### config.mk
export PLATFORM = sky130hd
export DESIGN_NAME = ld_alias_table
export DESIGN_NICKNAME = d
export VERILOG_FILES = /design/src/rtl/lat_pkg.sv /design/src/rtl/lat_lookup.sv /design/src/rtl/lat_alloc.sv /design/src/rtl/lat_entries.sv /design/src/rtl/ld_alias_table.sv
export SDC_FILE = /design/constraint.sdc
export NUM_CORES = 1
export LEC_CHECK = 0
export BUFFER_PORTS_ARGS = -buffer_cell sky130_fd_sc_hd__buf_2
export CORE_MARGIN = 3
export CORE_UTILIZATION = 56
export DETAILED_ROUTE_END_ITERATION = 8
export PLACE_DENSITY_LB_ADDON = 0.1
export SYNTH_ARGS = -nofsm -noshare
export SYNTH_HDL_FRONTEND = slang
export SYNTH_SLANG_ARGS = --single-unit
### constraint.sdc
create_clock -name clk_i -period 2.9 [get_ports clk_i]
set_input_delay 0.29 -clock clk_i [delete_from_list [all_inputs] [get_ports clk_i]]
set_output_delay 0.29 -clock clk_i [all_outputs]
set_load 0.01 [all_outputs]
### src/rtl/lat_pkg.sv
package lat_pkg;
  typedef enum logic [1:0] {
    SRC_REUSE = 2'd0,
    SRC_FREE  = 2'd1,
    SRC_EVICT = 2'd2
  } slot_src_e;
endpackage

### src/rtl/lat_lookup.sv
module lat_lookup #(
  parameter int N     = 8,
  parameter int KEY_W = 7
) (
  input  logic [KEY_W-1:0] key_i,
  input  logic [KEY_W-1:0] keys_i [N],
  input  logic [N-1:0]     en_i,
  output logic [N-1:0]     hit_o
);
  for (genvar g = 0; g < N; g++) begin : g_cmp
    assign hit_o[g] = en_i[g] && (keys_i[g] == key_i);
  end
endmodule

### src/rtl/lat_alloc.sv
module lat_alloc
  import lat_pkg::*;
#(
  parameter int N     = 8,
  parameter int IDX_W = $clog2(N)
) (
  input  logic             clk_i,
  input  logic             rst_ni,
  input  logic             flush_i,
  input  logic             ins_i,
  input  logic [N-1:0]     reuse_i,
  input  logic [N-1:0]     occ_i,
  output logic [IDX_W-1:0] slot_o
);
  logic [IDX_W-1:0] rr_q;
  logic [IDX_W-1:0] reuse_idx, free_idx;
  slot_src_e        src;

  always_comb begin
    reuse_idx = '0;
    for (int i = 0; i < N; i++) if (reuse_i[i]) reuse_idx = IDX_W'(i);
    free_idx = '0;
    for (int i = N - 1; i >= 0; i--) if (!occ_i[i]) free_idx = IDX_W'(i);
    if (|reuse_i) begin
      src    = SRC_REUSE;
      slot_o = reuse_idx;
    end else if (!(&occ_i)) begin
      src    = SRC_FREE;
      slot_o = free_idx;
    end else begin
      src    = SRC_EVICT;
      slot_o = rr_q;
    end
  end

  always_ff @(posedge clk_i or negedge rst_ni) begin
    if (!rst_ni)                          rr_q <= '0;
    else if (flush_i)                     rr_q <= '0;
    else if (ins_i && src == SRC_EVICT)   rr_q <= (rr_q == IDX_W'(N - 1)) ? '0 : rr_q + 1'b1;
  end

  // one entry per register
  a_r5_unique_tag: assert property (@(posedge clk_i) disable iff (!rst_ni)
    $onehot0(reuse_i));
  a_r6_rr_range: assert property (@(posedge clk_i) disable iff (!rst_ni)
    rr_q <= IDX_W'(N - 1));
  a_r8_rr_home: assert property (@(posedge clk_i) disable iff (!rst_ni)
    flush_i |=> rr_q == '0);
endmodule

### src/rtl/lat_entries.sv
module lat_entries #(
  parameter int N     = 8,
  parameter int REG_W = 7,
  parameter int KEY_W = 32,
  parameter int IDX_W = $clog2(N)
) (
  input  logic             clk_i,
  input  logic             rst_ni,
  input  logic             flush_i,
  input  logic             ins_i,
  input  logic [IDX_W-1:0] ins_slot_i,
  input  logic [REG_W-1:0] ins_reg_i,
  input  logic [KEY_W-1:0] ins_blk_i,
  input  logic             ins_killed_i,
  input  logic [N-1:0]     st_hit_i,
  input  logic [N-1:0]     clr_i,
  output logic [N-1:0]     occ_o,
  output logic [N-1:0]     vld_o,
  output logic [REG_W-1:0] tag_o [N],
  output logic [KEY_W-1:0] blk_o [N]
);
  for (genvar g = 0; g < N; g++) begin : g_ent
    logic wr;
    assign wr = ins_i && (ins_slot_i == IDX_W'(g));

    always_ff @(posedge clk_i or negedge rst_ni) begin
      if (!rst_ni) begin
        occ_o[g] <= 1'b0;
        vld_o[g] <= 1'b0;
        tag_o[g] <= '0;
        blk_o[g] <= '0;
      end else if (flush_i) begin
        occ_o[g] <= 1'b0;
        vld_o[g] <= 1'b0;
      end else if (wr) begin
        occ_o[g] <= 1'b1;
        vld_o[g] <= !ins_killed_i;
        tag_o[g] <= ins_reg_i;
        blk_o[g] <= ins_blk_i;
      end else if (clr_i[g]) begin
        occ_o[g] <= 1'b0;
        vld_o[g] <= 1'b0;
      end else if (st_hit_i[g]) begin
        vld_o[g] <= 1'b0;
      end
    end
  end

  a_r8_flush_empty: assert property (@(posedge clk_i) disable iff (!rst_ni)
    flush_i |=> occ_o == '0);
  a_r2_vld_in_occ: assert property (@(posedge clk_i) disable iff (!rst_ni)
    (vld_o & ~occ_o) == '0);
endmodule

### src/rtl/ld_alias_table.sv
module ld_alias_table #(
  parameter int NUM_ENTRIES = 8,
  parameter int REG_W       = 7,
  parameter int ADDR_W      = 32,
  parameter int GRAN_BYTES  = 8
) (
  input  logic              clk_i,
  input  logic              rst_ni,
  input  logic              flush_i,
  input  logic              ld_valid_i,
  input  logic [REG_W-1:0]  ld_reg_i,
  input  logic [ADDR_W-1:0] ld_addr_i,
  input  logic              st_valid_i,
  input  logic [ADDR_W-1:0] st_addr_i,
  input  logic              chk_valid_i,
  input  logic [REG_W-1:0]  chk_reg_i,
  output logic              chk_valid_o,
  output logic              chk_hit_o,
  output logic              chk_pass_o
);
  localparam int N     = NUM_ENTRIES;
  localparam int IDX_W = $clog2(N);
  localparam logic [ADDR_W-1:0] BLK_MASK = ~ADDR_W'(GRAN_BYTES - 1);

  logic [N-1:0]      occ_w, vld_w;
  logic [REG_W-1:0]  tag_w [N];
  logic [ADDR_W-1:0] blk_w [N];
  logic [ADDR_W-1:0] ld_blk, st_blk;
  logic [N-1:0]      reuse_vec, chk_vec, st_vec, clr_vec;
  logic [IDX_W-1:0]  ins_slot;
  logic              ins_killed;

  assign ld_blk     = ld_addr_i & BLK_MASK;
  assign st_blk     = st_addr_i & BLK_MASK;
  assign ins_killed = st_valid_i && (st_blk == ld_blk);

  lat_lookup #(.N(N), .KEY_W(REG_W)) u_reuse (
    .key_i(ld_reg_i), .keys_i(tag_w), .en_i(occ_w), .hit_o(reuse_vec));

  lat_lookup #(.N(N), .KEY_W(REG_W)) u_chk (
    .key_i(chk_reg_i), .keys_i(tag_w), .en_i(occ_w), .hit_o(chk_vec));

  lat_lookup #(.N(N), .KEY_W(ADDR_W)) u_snoop (
    .key_i(st_blk), .keys_i(blk_w), .en_i(occ_w & {N{st_valid_i}}), .hit_o(st_vec));

  assign clr_vec = chk_valid_i ? (chk_vec & vld_w) : '0;

  lat_alloc #(.N(N), .IDX_W(IDX_W)) u_alloc (
    .clk_i(clk_i), .rst_ni(rst_ni), .flush_i(flush_i), .ins_i(ld_valid_i),
    .reuse_i(reuse_vec), .occ_i(occ_w), .slot_o(ins_slot));

  lat_entries #(.N(N), .REG_W(REG_W), .KEY_W(ADDR_W), .IDX_W(IDX_W)) u_ent (
    .clk_i(clk_i), .rst_ni(rst_ni), .flush_i(flush_i), .ins_i(ld_valid_i),
    .ins_slot_i(ins_slot), .ins_reg_i(ld_reg_i), .ins_blk_i(ld_blk),
    .ins_killed_i(ins_killed), .st_hit_i(st_vec), .clr_i(clr_vec),
    .occ_o(occ_w), .vld_o(vld_w), .tag_o(tag_w), .blk_o(blk_w));

  always_ff @(posedge clk_i or negedge rst_ni) begin
    if (!rst_ni) begin
      chk_valid_o <= 1'b0;
      chk_hit_o   <= 1'b0;
      chk_pass_o  <= 1'b0;
    end else begin
      chk_valid_o <= chk_valid_i;
      chk_hit_o   <= chk_valid_i && (|chk_vec);
      chk_pass_o  <= chk_valid_i && (|(chk_vec & vld_w));
    end
  end

  function automatic logic blk_alive(input logic [ADDR_W-1:0] b);
    logic r = 1'b0;
    for (int i = 0; i < N; i++) if (vld_w[i] && blk_w[i] == b) r = 1'b1;
    return r;
  endfunction

  function automatic logic reg_present(input logic [REG_W-1:0] r_in);
    logic r = 1'b0;
    for (int i = 0; i < N; i++) if (occ_w[i] && tag_w[i] == r_in) r = 1'b1;
    return r;
  endfunction

  a_r1_resp_on: assert property (@(posedge clk_i) disable iff (!rst_ni)
    chk_valid_i |=> chk_valid_o);
  a_r1_resp_off: assert property (@(posedge clk_i) disable iff (!rst_ni)
    !chk_valid_i |=> !chk_valid_o);
  a_r2_store_kills: assert property (@(posedge clk_i) disable iff (!rst_ni)
    st_valid_i |=> !blk_alive($past(st_addr_i) & BLK_MASK));
  a_r7_pass_consumes: assert property (@(posedge clk_i) disable iff (!rst_ni)
    chk_pass_o && !$past(ld_valid_i) && !$past(flush_i) |-> !reg_present($past(chk_reg_i)));
  a_r10_pass_needs_hit: assert property (@(posedge clk_i) disable iff (!rst_ni)
    chk_pass_o |-> chk_hit_o);
endmodule

==> metrics.json <==
{
  "clock_tree": {
    "clk_pin_slew_worst_paths_ns": 0.06,
    "cts_root_buffer": "sky130_fd_sc_hd__clkbuf_16",
    "cts-buffers-inserted": 35,
    "cts_tree": "built",
    "cts_buffer_depth": 3,
    "clk-insertion-delay-late_ns": 0.52,
    "cts-htree-levels": 2,
    "clkSinkCount": 310
  },
  "global_routing": {
    "globalRoute.totalOverflow": 0,
    "track_usage_pct": 33.3,
    "maximum_number_of_pins_on_one_net_before_global_route_repair": 68,
    "grt_antenna_before_repair": 3,
    "grt_pass1_wl_um": 76900,
    "first_global_vias": 11900
  },
  "synth": {
    "yosysMostFrequentCell": "sky130_fd_sc_hd__dfrtp_1",
    "net_count_after_synthesis": 1423,
    "synth.top_cells.by_area": "sky130_fd_sc_hd__dfrtp_1, sky130_fd_sc_hd__mux2_2, sky130_fd_sc_hd__xnor2_1",
    "largest_family_of_logic_cells_by_synthesized_area": "multiplexers",
    "synth-adder-area-share_pct": 0.153,
    "combined_area_of_all_synthesized_cells_um2": 16400,
    "synth-seq-area-share_pct": 47.4,
    "synth-async-reset-ratio_pct": 100,
    "synthDominantAreaCellType": "sky130_fd_sc_hd__dfrtp_1",
    "synth.cells.most_frequent": "sky130_fd_sc_hd__dfrtp_1, sky130_fd_sc_hd__mux2_2, sky130_fd_sc_hd__xnor2_1",
    "yosys.area_share.xor_xnor_pct": 19.6,
    "ys_warn_count": 0,
    "simple_gate_share_of_the_synthesized_area_pct": 7.10,
    "synth-compound-area-share_pct": 1.80,
    "synth.area.mux_share_pct": 20.6,
    "synth_ff_type": "sky130_fd_sc_hd__dfrtp_1",
    "share_of_yosys_cell_area_claimed_by_the_top_area_cell_type_pct": 47.4,
    "netlist-cell-type-count": 49,
    "synth_seq_cells": 310,
    "post_synth.cell_area_avg_um2": 12.3,
    "synthesized_netlist_cell_count": 1337,
    "synth_enable_flop_cells": 0
  },
  "pwr": {
    "switchingPower_w": 0.00338,
    "share_clk_of_total_power_pct": 37.2,
    "seq_power_share_pct": 42.8,
    "switching_share_pct": 27.5,
    "p_per_area_nw_per_um2": 606,
    "totalPowerFinal_w": 0.0123,
    "ir_drop_mv": 0.502,
    "leakagePower_nw": 9.46,
    "power.internal_w": 0.00893,
    "pwr-share-comb_pct": 20.1
  },
  "outcome": {
    "status": "complete, but fails checks",
    "failing_checks": "negative setup slack"
  },
  "setup_path": {
    "critical_path_peak_fanout": 15,
    "critPathMaxStageDelay_ns": 0.45,
    "crit_arrival_ns": 3.57,
    "cp.buffers_inverters": 3,
    "worstSetupEndpointType": "flop",
    "critical-path-top-cell-by-count": "sky130_fd_sc_hd__buf_6",
    "crit_path_cell_trace": "xor2_1, nor4_2, and4_1, or4_4, nor4_4, mux2_4, buf_6, nor3b_4, buf_6, buf_12, mux2_2",
    "worst-endpoint-required_ns": 3.30,
    "crit_path_top_delay_cell": "sky130_fd_sc_hd__or4_4",
    "cpLargestDelayFamily": "simple AND/OR/NAND/NOR gates",
    "setup.worst_path.class": "flop to flop",
    "start_kind": "flop"
  },
  "sta": {
    "final_max_slew_viol_count": 0,
    "final.period_utilization_pct": 109,
    "finClkSkew_ns": 0.0197,
    "rsz0062_at_grt": "yes",
    "timing.final.setup_violations": 290,
    "timing.fmax_mhz": 315,
    "layout_setup_ws_ns": -0.270,
    "hold_violations": 0,
    "worst-slew-pin-transition_ns": 0.681,
    "relSlewSlack_pct": 54.2,
    "layout_min_cycle_time_ns": 3.17
  },
  "floorplan": {
    "die_h_um": 177,
    "initial_utilization_pct": 57.8,
    "design.die.area_um2": 31300,
    "floorplan.io_pins": 87,
    "floorplan.die.width_um": 177,
    "core_footprint_um2": 28300,
    "std_cell_rows": 61
  },
  "min_path": {
    "hp-class": "input pin to flop"
  },
  "drt": {
    "first_pass_iters": 6,
    "wire_per_inst_um": 28.2,
    "drtIter0Drc": 1378,
    "vias_per_cell": 6.21,
    "detail_route.wirelength_um": 54000,
    "routed-via-count": 11900,
    "drt_drc_violations_left": 0,
    "final_antenna_net_count": 0
  },
  "finish": {
    "num-fill-cells": 2009,
    "final_nets": 1596,
    "layout.core_utilization_pct": 71.8,
    "synthToLayoutAreaGrowth_pct": 24.1,
    "drive_above_1_share_pct": 39.5,
    "register_area_um2": 7760,
    "multi_input_area_um2": 8530,
    "num_antenna_cells": 0
  },
  "run": {
    "max_cap_viol_count": 0
  },
  "placed_design": {
    "io_buffers": 80,
    "finalWeightedCongestion": 0.895,
    "place_hpwl_um": 34600
  }
}
-- flip-flops by register name (all words and copies together) (netlist names) --
name,flops
chk_hit_o,1
chk_pass_o,1
chk_valid_o,1
u_alloc.rr_q,3
u_ent.blk_o,232
u_ent.occ_o,8
u_ent.tag_o,56
u_ent.vld_o,8
-- layout make-up --
class	instances	area share, %
multi-input cells	905	41.9
flip-flops and latches	310	38.1
repair buffers	248	11.6
clock buffers	55	5.17
well taps	378	2.33
clock inverters	8	0.652
inverters	10	0.185
-- path summary, 6_finish.rpt --
check,startpoint,cells past startpoint,slack [ns],to
min reg2reg,u_ent.blk_o[44]$_DFFE_PN0P_,1,0.51,u_ent.blk_o[44]$_DFFE_PN0P_
max reg2reg,u_ent.tag_o[36]$_DFFE_PN0P_,11,-0.27,u_ent.blk_o[120]$_DFFE_PN0P_
max,u_ent.tag_o[36]$_DFFE_PN0P_,11,-0.27,u_ent.blk_o[120]$_DFFE_PN0P_
min in group asynchronous,rst_ni,2,0.33,u_ent.tag_o[30]$_DFFE_PN0P_
max in group asynchronous,rst_ni,3,1.75,u_ent.tag_o[16]$_DFFE_PN0P_
min,chk_valid_i,1,0.03,chk_valid_o$_DFF_PN0_
-- worst register-to-register path, stage by stage, from the launching register on --
cell and delay [ns]:
sky130_fd_sc_hd__dfrtp_1 0.39, sky130_fd_sc_hd__xor2_1 0.20, sky130_fd_sc_hd__nor4_2 0.09, sky130_fd_sc_hd__and4_1 0.18
sky130_fd_sc_hd__or4_4 0.45, sky130_fd_sc_hd__nor4_4 0.28, sky130_fd_sc_hd__mux2_4 0.36, sky130_fd_sc_hd__buf_6 0.14
sky130_fd_sc_hd__nor3b_4 0.25, sky130_fd_sc_hd__buf_6 0.17, sky130_fd_sc_hd__buf_12 0.17, sky130_fd_sc_hd__mux2_2 0.37
-- cells by family after synthesis --
logic type,after synthesis
DFF,310
buffers and inverters,122
adders and majority gates,2
xor gates and xnor gates,367
AOI/OAI and AO/OA,40
muxes,300
and+or+nand+nor,196
-- power by group through the flow --
stage          sequential, W  combinational (W)  clock [W]
2_1_floorplan        0.00527            0.00142          0
3_3_place_gp         0.00530            0.00223          0
3_5_place_dp         0.00533            0.00226          0
4_1_cts              0.00526            0.00237    0.00463
5_1_grt              0.00533            0.00263    0.00480
6_report             0.00526            0.00247    0.00458
-- metal layers --
metal / part of all wire, % / track usage (%) / vias to the layer above
met5: 0.050 / 0 / -
met4: 4.3 / 12.3 / 4
met3: 9.3 / 6.05 / 167
met2: 46 / 51.9 / 602
met1: 41 / 47.0 / 6133
li1: - / - / 4975
-- through the flow --
step / hold WS (ns) / setup TNS [ns] / worst slack [ns] / cell area, µm² / std cells
after floorplan: -0.00559 / -5.34 / -0.105 / 16500 / 1337
after global placement: 0.296 / -55.50 / -0.297 / 18000 / 1809
after detailed placement: 0.303 / -69.60 / -0.363 / 18000 / 1809
after CTS: 0.00596 / -19.24 / -0.171 / 19800 / 1897
after global routing: 0.0151 / -64.13 / -0.364 / 20300 / 1914
final: 0.0289 / -35.44 / -0.270 / 20300 / 1914
-- placed cells by master, fill, tap and decap left out, types with 4 or more instances in the layout --
cell / n
sky130_fd_sc_hd__buf_12: 28
sky130_fd_sc_hd__nor2_1: 23
sky130_fd_sc_hd__buf_8: 7
sky130_fd_sc_hd__buf_16: 5
sky130_fd_sc_hd__a21oi_1: 6
sky130_fd_sc_hd__inv_1: 10
sky130_fd_sc_hd__nand4_1: 69
sky130_fd_sc_hd__a21o_1: 5
sky130_fd_sc_hd__buf_4: 108
sky130_fd_sc_hd__a31oi_1: 8
sky130_fd_sc_hd__nand3_1: 9
sky130_fd_sc_hd__xnor2_1: 196
sky130_fd_sc_hd__clkbuf_1: 11
sky130_fd_sc_hd__clkbuf_8: 8
sky130_fd_sc_hd__buf_2: 79
sky130_fd_sc_hd__dfrtp_1: 310
sky130_fd_sc_hd__o21ai_0: 4
sky130_fd_sc_hd__buf_6: 12
sky130_fd_sc_hd__nor4_1: 46
sky130_fd_sc_hd__xor2_1: 171
sky130_fd_sc_hd__mux2_4: 98
sky130_fd_sc_hd__mux2i_1: 10
sky130_fd_sc_hd__nor3_1: 4
sky130_fd_sc_hd__clkbuf_16: 44
sky130_fd_sc_hd__or4_1: 6
sky130_fd_sc_hd__nand2_1: 14
sky130_fd_sc_hd__mux2_2: 191
-- timing repair --
item	4_1_cts	5_1_grt
pin swaps	4	6
setup buffers	16	14
endpoints found under the setup margin	272	295
hold buffers	1	0
endpoints found under the hold margin	62	0
cloned	9	11
resized for setup	58	87
Power figures use the tool's default switching activity.
